File: src/rtl/pw_pkg.sv
package pw_pkg;
  // Entry status bit positions; the frame number sits above the page offset.
  localparam int unsigned PTE_VALID_BIT = 0;
  localparam int unsigned PTE_PRES_BIT  = 1;
  localparam int unsigned PTE_WPERM_BIT = 2;
  localparam int unsigned PTE_REF_BIT   = 3;
  localparam int unsigned PTE_DIRTY_BIT = 4;

  typedef enum logic [1:0] {
    WS_IDLE  = 2'd0,
    WS_FETCH = 2'd1,
    WS_WAIT  = 2'd2,
    WS_RESP  = 2'd3
  } walk_state_e;
endpackage

File: src/rtl/pw_entry_addr.sv
module pw_entry_addr #(
  parameter int unsigned VA_W      = 32,
  parameter int unsigned PAGE_BITS = 12,
  parameter int unsigned PTE_SHIFT = 2,
  parameter int unsigned AW        = 32
) (
  input  logic [AW-1:0]   base,
  input  logic [VA_W-1:0] vaddr,
  output logic [AW-1:0]   entry_addr
);
  localparam int unsigned VPN_W = VA_W - PAGE_BITS;

  logic [VPN_W-1:0] vpn;
  logic [PAGE_BITS-1:0] unused_off;

  assign vpn        = vaddr[VA_W-1:PAGE_BITS];
  assign unused_off = vaddr[PAGE_BITS-1:0];
  assign entry_addr = base + (AW'(vpn) << PTE_SHIFT);
endmodule

File: src/rtl/pw_entry_check.sv
module pw_entry_check
  import pw_pkg::*;
#(
  parameter int unsigned DATA_W    = 32,
  parameter int unsigned PAGE_BITS = 12,
  parameter int unsigned FRAME_W   = 20,
  parameter int unsigned PA_W      = FRAME_W + PAGE_BITS
) (
  input  logic [DATA_W-1:0]    pte,
  input  logic [PAGE_BITS-1:0] offset,
  input  logic                 is_write,
  output logic [PA_W-1:0]      paddr,
  output logic                 fault
);
  logic [FRAME_W-1:0] frame;
  logic               unused_hist;
  logic               perm_bad;
  logic               map_bad;

  assign frame       = pte[PAGE_BITS +: FRAME_W];
  // Referenced and dirty bits are history only; they never change a result.
  assign unused_hist = pte[PTE_REF_BIT] ^ pte[PTE_DIRTY_BIT];
  assign map_bad     = !pte[PTE_VALID_BIT] || !pte[PTE_PRES_BIT];
  assign perm_bad    = is_write && !pte[PTE_WPERM_BIT];
  assign fault       = map_bad || perm_bad;

  generate
    if (PA_W > FRAME_W + PAGE_BITS) begin : g_wide
      assign paddr = fault ? '0 : {{(PA_W-FRAME_W-PAGE_BITS){1'b0}}, frame, offset};
    end else begin : g_exact
      assign paddr = fault ? '0 : {frame, offset};
    end
  endgenerate

  generate
    if (DATA_W > FRAME_W + PAGE_BITS) begin : g_spare
      logic unused_hi;
      assign unused_hi = ^pte[DATA_W-1:FRAME_W+PAGE_BITS];
    end
  endgenerate

  logic unused_mid;
  assign unused_mid = ^pte[PAGE_BITS-1:PTE_DIRTY_BIT+1];
endmodule

File: src/rtl/pw_fsm.sv
module pw_fsm
  import pw_pkg::*;
(
  input  logic clk,
  input  logic rst_n,
  input  logic req_valid,
  input  logic mem_req_ready,
  input  logic mem_rsp_valid,
  input  logic rsp_ready,
  output logic req_ready,
  output logic mem_req_valid,
  output logic rsp_valid,
  output logic accept,
  output logic mem_capture,
  output logic rsp_done
);
  walk_state_e state_q, state_d;

  assign req_ready     = (state_q == WS_IDLE);
  assign mem_req_valid = (state_q == WS_FETCH);
  assign rsp_valid     = (state_q == WS_RESP);
  assign accept        = req_ready && req_valid;
  assign mem_capture   = (state_q == WS_WAIT) && mem_rsp_valid;
  assign rsp_done      = rsp_valid && rsp_ready;

  always_comb begin
    state_d = state_q;
    case (state_q)
      WS_IDLE:  if (req_valid)     state_d = WS_FETCH;
      WS_FETCH: if (mem_req_ready) state_d = WS_WAIT;
      WS_WAIT:  if (mem_rsp_valid) state_d = WS_RESP;
      WS_RESP:  if (rsp_ready)     state_d = WS_IDLE;
      default:                     state_d = WS_IDLE;
    endcase
  end

  always_ff @(posedge clk) begin
    if (!rst_n) state_q <= WS_IDLE;
    else        state_q <= state_d;
  end

  // one memory read per walk, and the channel drops right after its handshake.
  assert_one_read_R6: assert property (@(posedge clk) disable iff (!rst_n)
    (mem_req_valid && mem_req_ready) |=> !mem_req_valid);

  // no new request is taken while a walk is in flight.
  assert_busy_R6: assert property (@(posedge clk) disable iff (!rst_n)
    accept |=> !req_ready until_with rsp_done);
endmodule

File: src/rtl/pt_walk_top.sv
module pt_walk_top #(
  parameter int unsigned VA_W      = 32,
  parameter int unsigned PAGE_BITS = 12,
  parameter int unsigned PTE_BYTES = 4,
  parameter int unsigned AW        = 32,
  parameter int unsigned DATA_W    = 32,
  parameter int unsigned FRAME_W   = 20,
  parameter int unsigned PA_W      = FRAME_W + PAGE_BITS
) (
  input  logic              clk,
  input  logic              rst_n,
  input  logic              base_wr_en,
  input  logic [AW-1:0]     base_wr_data,
  input  logic              req_valid,
  output logic              req_ready,
  input  logic [VA_W-1:0]   req_vaddr,
  input  logic              req_write,
  output logic              mem_req_valid,
  input  logic              mem_req_ready,
  output logic [AW-1:0]     mem_req_addr,
  input  logic              mem_rsp_valid,
  input  logic [DATA_W-1:0] mem_rsp_data,
  output logic              rsp_valid,
  input  logic              rsp_ready,
  output logic [PA_W-1:0]   rsp_paddr,
  output logic              rsp_fault
);
  localparam int unsigned PTE_SHIFT = $clog2(PTE_BYTES);

  logic [AW-1:0]        base_q;
  logic [AW-1:0]        ent_addr_d, ent_addr_q;
  logic [PAGE_BITS-1:0] off_q;
  logic                 wr_q;
  logic [PA_W-1:0]      pa_d, pa_q;
  logic                 flt_d, flt_q;
  logic                 accept, mem_capture, rsp_done;

  pw_fsm u_fsm (
    .clk           (clk),
    .rst_n         (rst_n),
    .req_valid     (req_valid),
    .mem_req_ready (mem_req_ready),
    .mem_rsp_valid (mem_rsp_valid),
    .rsp_ready     (rsp_ready),
    .req_ready     (req_ready),
    .mem_req_valid (mem_req_valid),
    .rsp_valid     (rsp_valid),
    .accept        (accept),
    .mem_capture   (mem_capture),
    .rsp_done      (rsp_done)
  );

  pw_entry_addr #(
    .VA_W(VA_W), .PAGE_BITS(PAGE_BITS), .PTE_SHIFT(PTE_SHIFT), .AW(AW)
  ) u_addr (
    .base       (base_q),
    .vaddr      (req_vaddr),
    .entry_addr (ent_addr_d)
  );

  pw_entry_check #(
    .DATA_W(DATA_W), .PAGE_BITS(PAGE_BITS), .FRAME_W(FRAME_W), .PA_W(PA_W)
  ) u_check (
    .pte      (mem_rsp_data),
    .offset   (off_q),
    .is_write (wr_q),
    .paddr    (pa_d),
    .fault    (flt_d)
  );

  // Base register: the old value serves any request accepted in the same cycle.
  always_ff @(posedge clk) begin
    if (!rst_n)          base_q <= '0;
    else if (base_wr_en) base_q <= base_wr_data;
  end

  always_ff @(posedge clk) begin
    if (!rst_n) begin
      ent_addr_q <= '0;
      off_q      <= '0;
      wr_q       <= 1'b0;
    end else if (accept) begin
      ent_addr_q <= ent_addr_d;
      off_q      <= req_vaddr[PAGE_BITS-1:0];
      wr_q       <= req_write;
    end
  end

  always_ff @(posedge clk) begin
    if (!rst_n) begin
      pa_q  <= '0;
      flt_q <= 1'b0;
    end else if (mem_capture) begin
      pa_q  <= pa_d;
      flt_q <= flt_d;
    end
  end

  assign mem_req_addr = ent_addr_q;
  assign rsp_paddr    = pa_q;
  assign rsp_fault    = flt_q;

  assert_mreq_hold_R2: assert property (@(posedge clk) disable iff (!rst_n)
    (mem_req_valid && !mem_req_ready) |=> (mem_req_valid && $stable(mem_req_addr)));

  assert_rsp_hold_R7: assert property (@(posedge clk) disable iff (!rst_n)
    (rsp_valid && !rsp_ready) |=> (rsp_valid && $stable(rsp_paddr) && $stable(rsp_fault)));

  assert_fault_zero_R4: assert property (@(posedge clk) disable iff (!rst_n)
    (rsp_valid && rsp_fault) |-> (rsp_paddr == '0));

  assert_offset_kept_R3: assert property (@(posedge clk) disable iff (!rst_n)
    (rsp_valid && !rsp_fault) |-> (rsp_paddr[PAGE_BITS-1:0] == off_q));

  assert_idle_quiet_R1: assert property (@(posedge clk) disable iff (!rst_n)
    req_ready |-> (!mem_req_valid && !rsp_valid));
endmodule

File: config.mk
export PLATFORM = sky130hd
export DESIGN_NAME = pt_walk_top
export DESIGN_NICKNAME = d
export VERILOG_FILES = /design/src/rtl/pw_pkg.sv /design/src/rtl/pw_entry_addr.sv /design/src/rtl/pw_entry_check.sv /design/src/rtl/pw_fsm.sv /design/src/rtl/pt_walk_top.sv
export SDC_FILE = /design/constraint.sdc
export NUM_CORES = 1
export LEC_CHECK = 0
export BUFFER_PORTS_ARGS = -buffer_cell sky130_fd_sc_hd__buf_4
export CORE_AREA = 3 3 129 131
export DETAILED_ROUTE_END_ITERATION = 8
export DIE_AREA = 0 0 132 134
export GPL_ROUTABILITY_DRIVEN = 1
export PLACE_DENSITY = 0.65
export SETUP_SLACK_MARGIN = 0.3
export SLEW_MARGIN = 20
export SYNTH_ARGS = -nofsm -noshare
export SYNTH_HDL_FRONTEND = slang
export SYNTH_HIERARCHICAL = 1
export SYNTH_SLANG_ARGS = --single-unit
File: constraint.sdc
create_clock -name clk -period 3 [get_ports clk]
set_input_delay 0.3 -clock clk [delete_from_list [all_inputs] [get_ports clk]]
set_output_delay 0.3 -clock clk [all_outputs]
set_load 0.1 [all_outputs]
==> impl_metrics.toml, run 1 <==
[run_status]
outcome = "finished, final reports clean"

[finish]
syn2layout_area_growth_pct = 23.6
fin_nets = 862
num_antenna_cells = 0
fin_cells = 953
multi_input_area_um2 = 3520
seq_area_um2 = 2240
layout-drive-gt1-share_pct = 27.1
fill_cells = 1509

[detailed_routing]
first_pass_iters = 4
wl_per_cell_um = 15.4
drc = 0
wirelength_um = 14700
via_per_inst = 4.99
drt_iter0_drc = 136
ant_nets = 0
vias = 4755

[die]
core_um2 = 15700
dieHeight_um = 134
fp-row-count = 46
die-area_um2 = 17700
initial_core_util_pct = 39.6
dieWidth_um = 132
pin_count = 172

[worst_setup_path]
worstSetupPathType = "register to register"
worstRegToRegCells = 11
crit_end = "mem_req_addr[26]$_SDFFE_PN0P_"
worstReg2RegEnd = "mem_req_addr[26]$_SDFFE_PN0P_"
crit_start = "base_q[2]$_SDFFE_PN0P_"
cp_max_fo = 4
rr_startpoint = "base_q[2]$_SDFFE_PN0P_"
crit_path_end_kind = "register"
required_ps = 3250
startpoint_type = "register"
regToRegSetupSlack_ps = 470
crit_arrival_ps = 2780

[run]
maxCapViolations = 0

[timing]
slew_headroom_pct = 39.3
tns_ps = 0
rsz0062_at_grt = "false"
fin_worst_skew_ps = 5.69
hold_viol = 0
fmax_ghz = 0.395
finalMaxSlewViolations = 0
fin_crit_sh_pct = 84.4
min_period_ps = 2530
setup_viol_count_final = 0
tightest_slew_ps = 910

[logic_synthesis]
netlist_instances = 597
synth_nets = 727
yosys_warnings = 6
avgSynthCellArea_um2 = 10.4
synth_area_um2 = 6220

[hold_path]
hold_path.class = "primary input to register"
min_from = "base_wr_data[7]"

[power]
p_leak_nw = 3.18
irDropWorstVdd_mv = 0.405
powerDensity_nw_per_um2 = 657
p_total_mw = 5.05

[place]
place_congestion = 0.893
port_buffers = 162
dp_cells = 936
dp_hpwl_um = 10500

[global_route]
grt_usage_pct = 16.4
use_met3_pct = 4.28
grt-ovfl-total = 0
grt_busiest_layer = "met2"
grt_pass1_wl_um = 24100
grt_pass1_vias = 4848
gr-usage-met2_pct = 27.3
grt_start_max_net_pins = 115
antenna_found_initial = 0
grtUsageMet1_pct = 20.5

[clock_tree]
cts_buffer_depth = 2
cts.htree.levels = 3
cts_sinks = 112
cts-buffers-inserted = 9
clk_latency_ps = 350
cts-root-buf = "clkbuf_16"
clk_pin_slew_ps = 70
tritoncts = "built"
-- metrics by stage --
step / hold WS [ps] / cell area, um^2 / worst slack (ps) / utilization (%)
6_report: 201 / 7680 / 469 / 48.9
5_1_grt: 189 / 7680 / 293 / 48.9
4_1_cts: 187 / 7670 / 345 / 48.8
3_5_place_dp: 507 / 7330 / 339 / 46.6
3_3_place_gp: 480 / 7330 / 352 / 46.6
2_1_floorplan: 446 / 6220 / 621 / -
-- repair_timing --
action,in CTS,in global routing
resized for setup,0,2
hold buffers,0,0
setup buffers,0,1
endpoints found under the setup margin,0,7
-- state kept, by name, indices dropped and copies added, names as in the netlist --
name           flops
u_fsm/state_q      2
rsp_paddr         32
mem_req_addr      32
wr_q               1
off_q             12
rsp_fault          1
base_q            32
-- final cells by class --
class	count	area share [%]
multi-input cells	429	45.8
flip-flops and latches	112	29.2
repair buffers	166	16.4
well taps	216	3.52
clock buffers	12	3.47
clock inverters	4	0.977
inverters	14	0.684
-- power by group --
group	total, mW	internal, mW	switching (mW)
clock	1.35	0.801	0.553
combinational	1.95	0.642	1.31
sequential	1.74	1.64	0.0999
-- how the worst min path moves through the flow --
stage	end	slack, ps	cells after the start
final	base_q[7]$_SDFFE_PN0P_	200	3
after global placement	u_fsm/state_q[1]$_SDFFE_PN0P_	480	2
after global routing	base_q[28]$_SDFFE_PN0P_	190	3
after detailed placement	rsp_paddr[1]$_SDFFE_PN0P_	510	2
after CTS	off_q[4]$_SDFFE_PN0P_	190	3
after floorplan	u_fsm/state_q[1]$_SDFFE_PN0P_	450	2
-- routing by layer --
layer	up-vias	share of wire (%)	routed length, um
li1	2379	-	-
met1	2201	45	6660
met2	153	47	6870
met3	22	6.1	897
met4	0	1.7	246
met5	-	0	0
-- layout by cell type (no fill, tap or decap), types with 3 or more instances in the layout --
| cell type | n |
|---|---|
| buf_4 | 165 |
| clkbuf_16 | 9 |
| mux2i_1 | 112 |
| nand2_1 | 18 |
| nor2_1 | 16 |
| dfxtp_1 | 112 |
| clkbuf_8 | 3 |
| a31oi_1 | 5 |
| xnor2_1 | 22 |
| nand4_1 | 3 |
| nor2b_1 | 111 |
| ha_1 | 24 |
| o21ai_0 | 12 |
| nor3_1 | 4 |
| o2111a_1 | 33 |
| inv_1 | 12 |
| nand3_1 | 8 |
| xor2_1 | 5 |
| and2_1 | 4 |
| a21oi_1 | 13 |
-- critical path: stages (launching register included) --
cell and delay [ps]:
dfxtp_1 340, ha_2 190, inv_1 50, fa_1 390
and2b_1 250, o211ai_2 110, a311o_2 420, a31oi_4 220
nand4_1 140, xnor2_1 140, mux2i_1 130, nor2b_1 60
Power figures use the tool's default switching activity.
==> run 2: changes to the inputs <==
Clock period 3 ns to 2.65 ns, I/O delays scaled along.
==> impl_metrics.toml, run 2 (same netlist as run 1, synthesis figures left out) <==
[run_status]
outcome = "finished, final reports clean"

[finish]
final_cell_mix = "buf_4 (175), mux2i_1 (112), nor2b_1 (111), dfxtp_1 (111), o2111a_1 (33)"
fill_cells = 1467
layout-drive-gt1-share_pct = 31.0
mostFrequentLayoutCell = "buf_4"
stdcell_area_um2 = 7880
seq_area_um2 = 2240
fin_nets = 871
fin_cells = 962
multi_input_area_um2 = 3680
num_antenna_cells = 0
syn2layout_area_growth_pct = 26.8

[die]
die-area_um2 = 17700
fp-row-count = 46
dieHeight_um = 134
pin_count = 172
dieWidth_um = 132
initial_core_util_pct = 39.6
core_um2 = 15700

[timing]
tightest_slew_ps = 744
fin_crit_sh_pct = 91.5
hold_viol = 0
slew_headroom_pct = 50.4
fmax_ghz = 0.413
rsz0062_at_grt = "true"
min_period_ps = 2420
tns_ps = 0
setup_viol_count_final = 0
fin_worst_skew_ps = 6.77
finalMaxSlewViolations = 0
timing.hold.ws_ps = 174

[clock_tree]
clk_latency_ps = 340
cts-buffers-inserted = 9
cts_sinks = 112
cts.htree.levels = 3
clk_pin_slew_ps = 70
cts-root-buf = "clkbuf_16"
cts_buffer_depth = 2
ctsHoldBuffers = 0
tritoncts = "built"

[place]
port_buffers = 162
dp_hpwl_um = 10700
placed_area_um2 = 7340
dp_cells = 939
place_congestion = 0.916

[power]
swShare_pct = 39.3
clockPowerShare_pct = 25.8
internal_power_mw = 3.45
p_seq_share_pct = 34.6
p_total_mw = 5.69
irDropWorstVdd_mv = 0.405
comb_power_share_pct = 39.6
powerDensity_nw_per_um2 = 721
power_switching_mw = 2.23
p_leak_nw = 3.27

[detailed_routing]
wl_per_cell_um = 15.7
vias = 4813
ant_nets = 0
first_pass_iters = 4
wirelength_um = 15100
drc = 0
drt_iter0_drc = 181
via_per_inst = 5.00

[global_route]
antenna_found_initial = 0
grt_pass1_wl_um = 24000
grt-ovfl-total = 0
grt_usage_pct = 16.4
grt_start_max_net_pins = 91
grt_pass1_vias = 4859

[run]
maxCapViolations = 0

[worst_setup_path]
cp_max_fo = 4
worstSetupPathType = "register to register"
crit_arrival_ps = 2660
crit_path_end_kind = "register"
regToRegSetupSlack_ps = 230
required_ps = 2890
startpoint_type = "register"

[hold_path]
hold_path.class = "primary input to register"
-- run 2: cell count changes in the layout (fill, tap and decap cells not counted), moves of 2 or more --
cell / change
buf_4: +10
a21oi_1: -4
a21oi_2: +4
ha_1: -3
a31oi_1: -2
a31oi_4: +2
clkbuf_8: -2
ha_4: +2
nand3_1: -2
nand3_2: +2
o21ai_0: -2
-- run 2: layout make-up --
type / instances / share of cell area, %
clock buffers: 11 / 3.08
clock inverters: 5 / 1.02
inverters: 14 / 0.667
multi-input cells: 429 / 46.7
flip-flops and latches: 112 / 28.5
well taps: 216 / 3.43
repair buffers: 175 / 16.7
-- run 2: path summary, 6_finish.rpt --
path,startpoint,end,depth (start not counted)
worst min register to register,u_fsm/state_q[0]$_SDFFE_PN0P_,u_fsm/state_q[0]$_SDFFE_PN0P_,2
worst max register to register,base_q[2]$_SDFFE_PN0P_,mem_req_addr[28]$_SDFFE_PN0P_,11
worst min-delay path,base_wr_data[11],base_q[11]$_SDFFE_PN0P_,3
worst max-delay path,base_q[2]$_SDFFE_PN0P_,mem_req_addr[28]$_SDFFE_PN0P_,11
-- run 2: through the flow --
stage | util, % | worst slack, ps
floorplan | - | 359
global placement | 46.7 | 122
detailed placement | 46.7 | 81.7
CTS | 49.1 | 155
global route | 50.2 | 88.4
finish | 50.2 | 226
-- run 2: critical path, stage by stage (launching register included) --
cell and delay (ps):
dfxtp_2 350, ha_4 130, inv_2 30, fa_2 330
and2b_1 230, o211ai_2 100, a311o_2 400, a31oi_4 260
nand3_2 130, xnor2_2 140, mux2i_1 140, nor2b_1 60
-- run 2: power by group through the flow --
stage          combinational, mW  clock, mW  sequential (mW)
2_1_floorplan               1.24          0             2.64
3_3_place_gp                2.18          0             2.00
3_5_place_dp                2.22          0             2.01
4_1_cts                     2.23       1.51             1.97
5_1_grt                     2.39       1.59             1.99
6_report                    2.25       1.47             1.97
-- run 2: layer usage --
metal,GRT usage [%],share of wire [%],up-vias,wire [um]
met5,0,0,-,0
met4,4.73,1.7,0,255
met3,4.95,6.5,19,988
met2,26.6,46,148,6910
met1,21.3,46,2245,6940
li1,-,-,2401,-
-- run 2: timing repair --
item                       CTS  global route
gates resized for setup      9            26
cloned                       0             0
setup buffers                5             2
pin swaps                    8            16
setup endpoints to repair    9            20
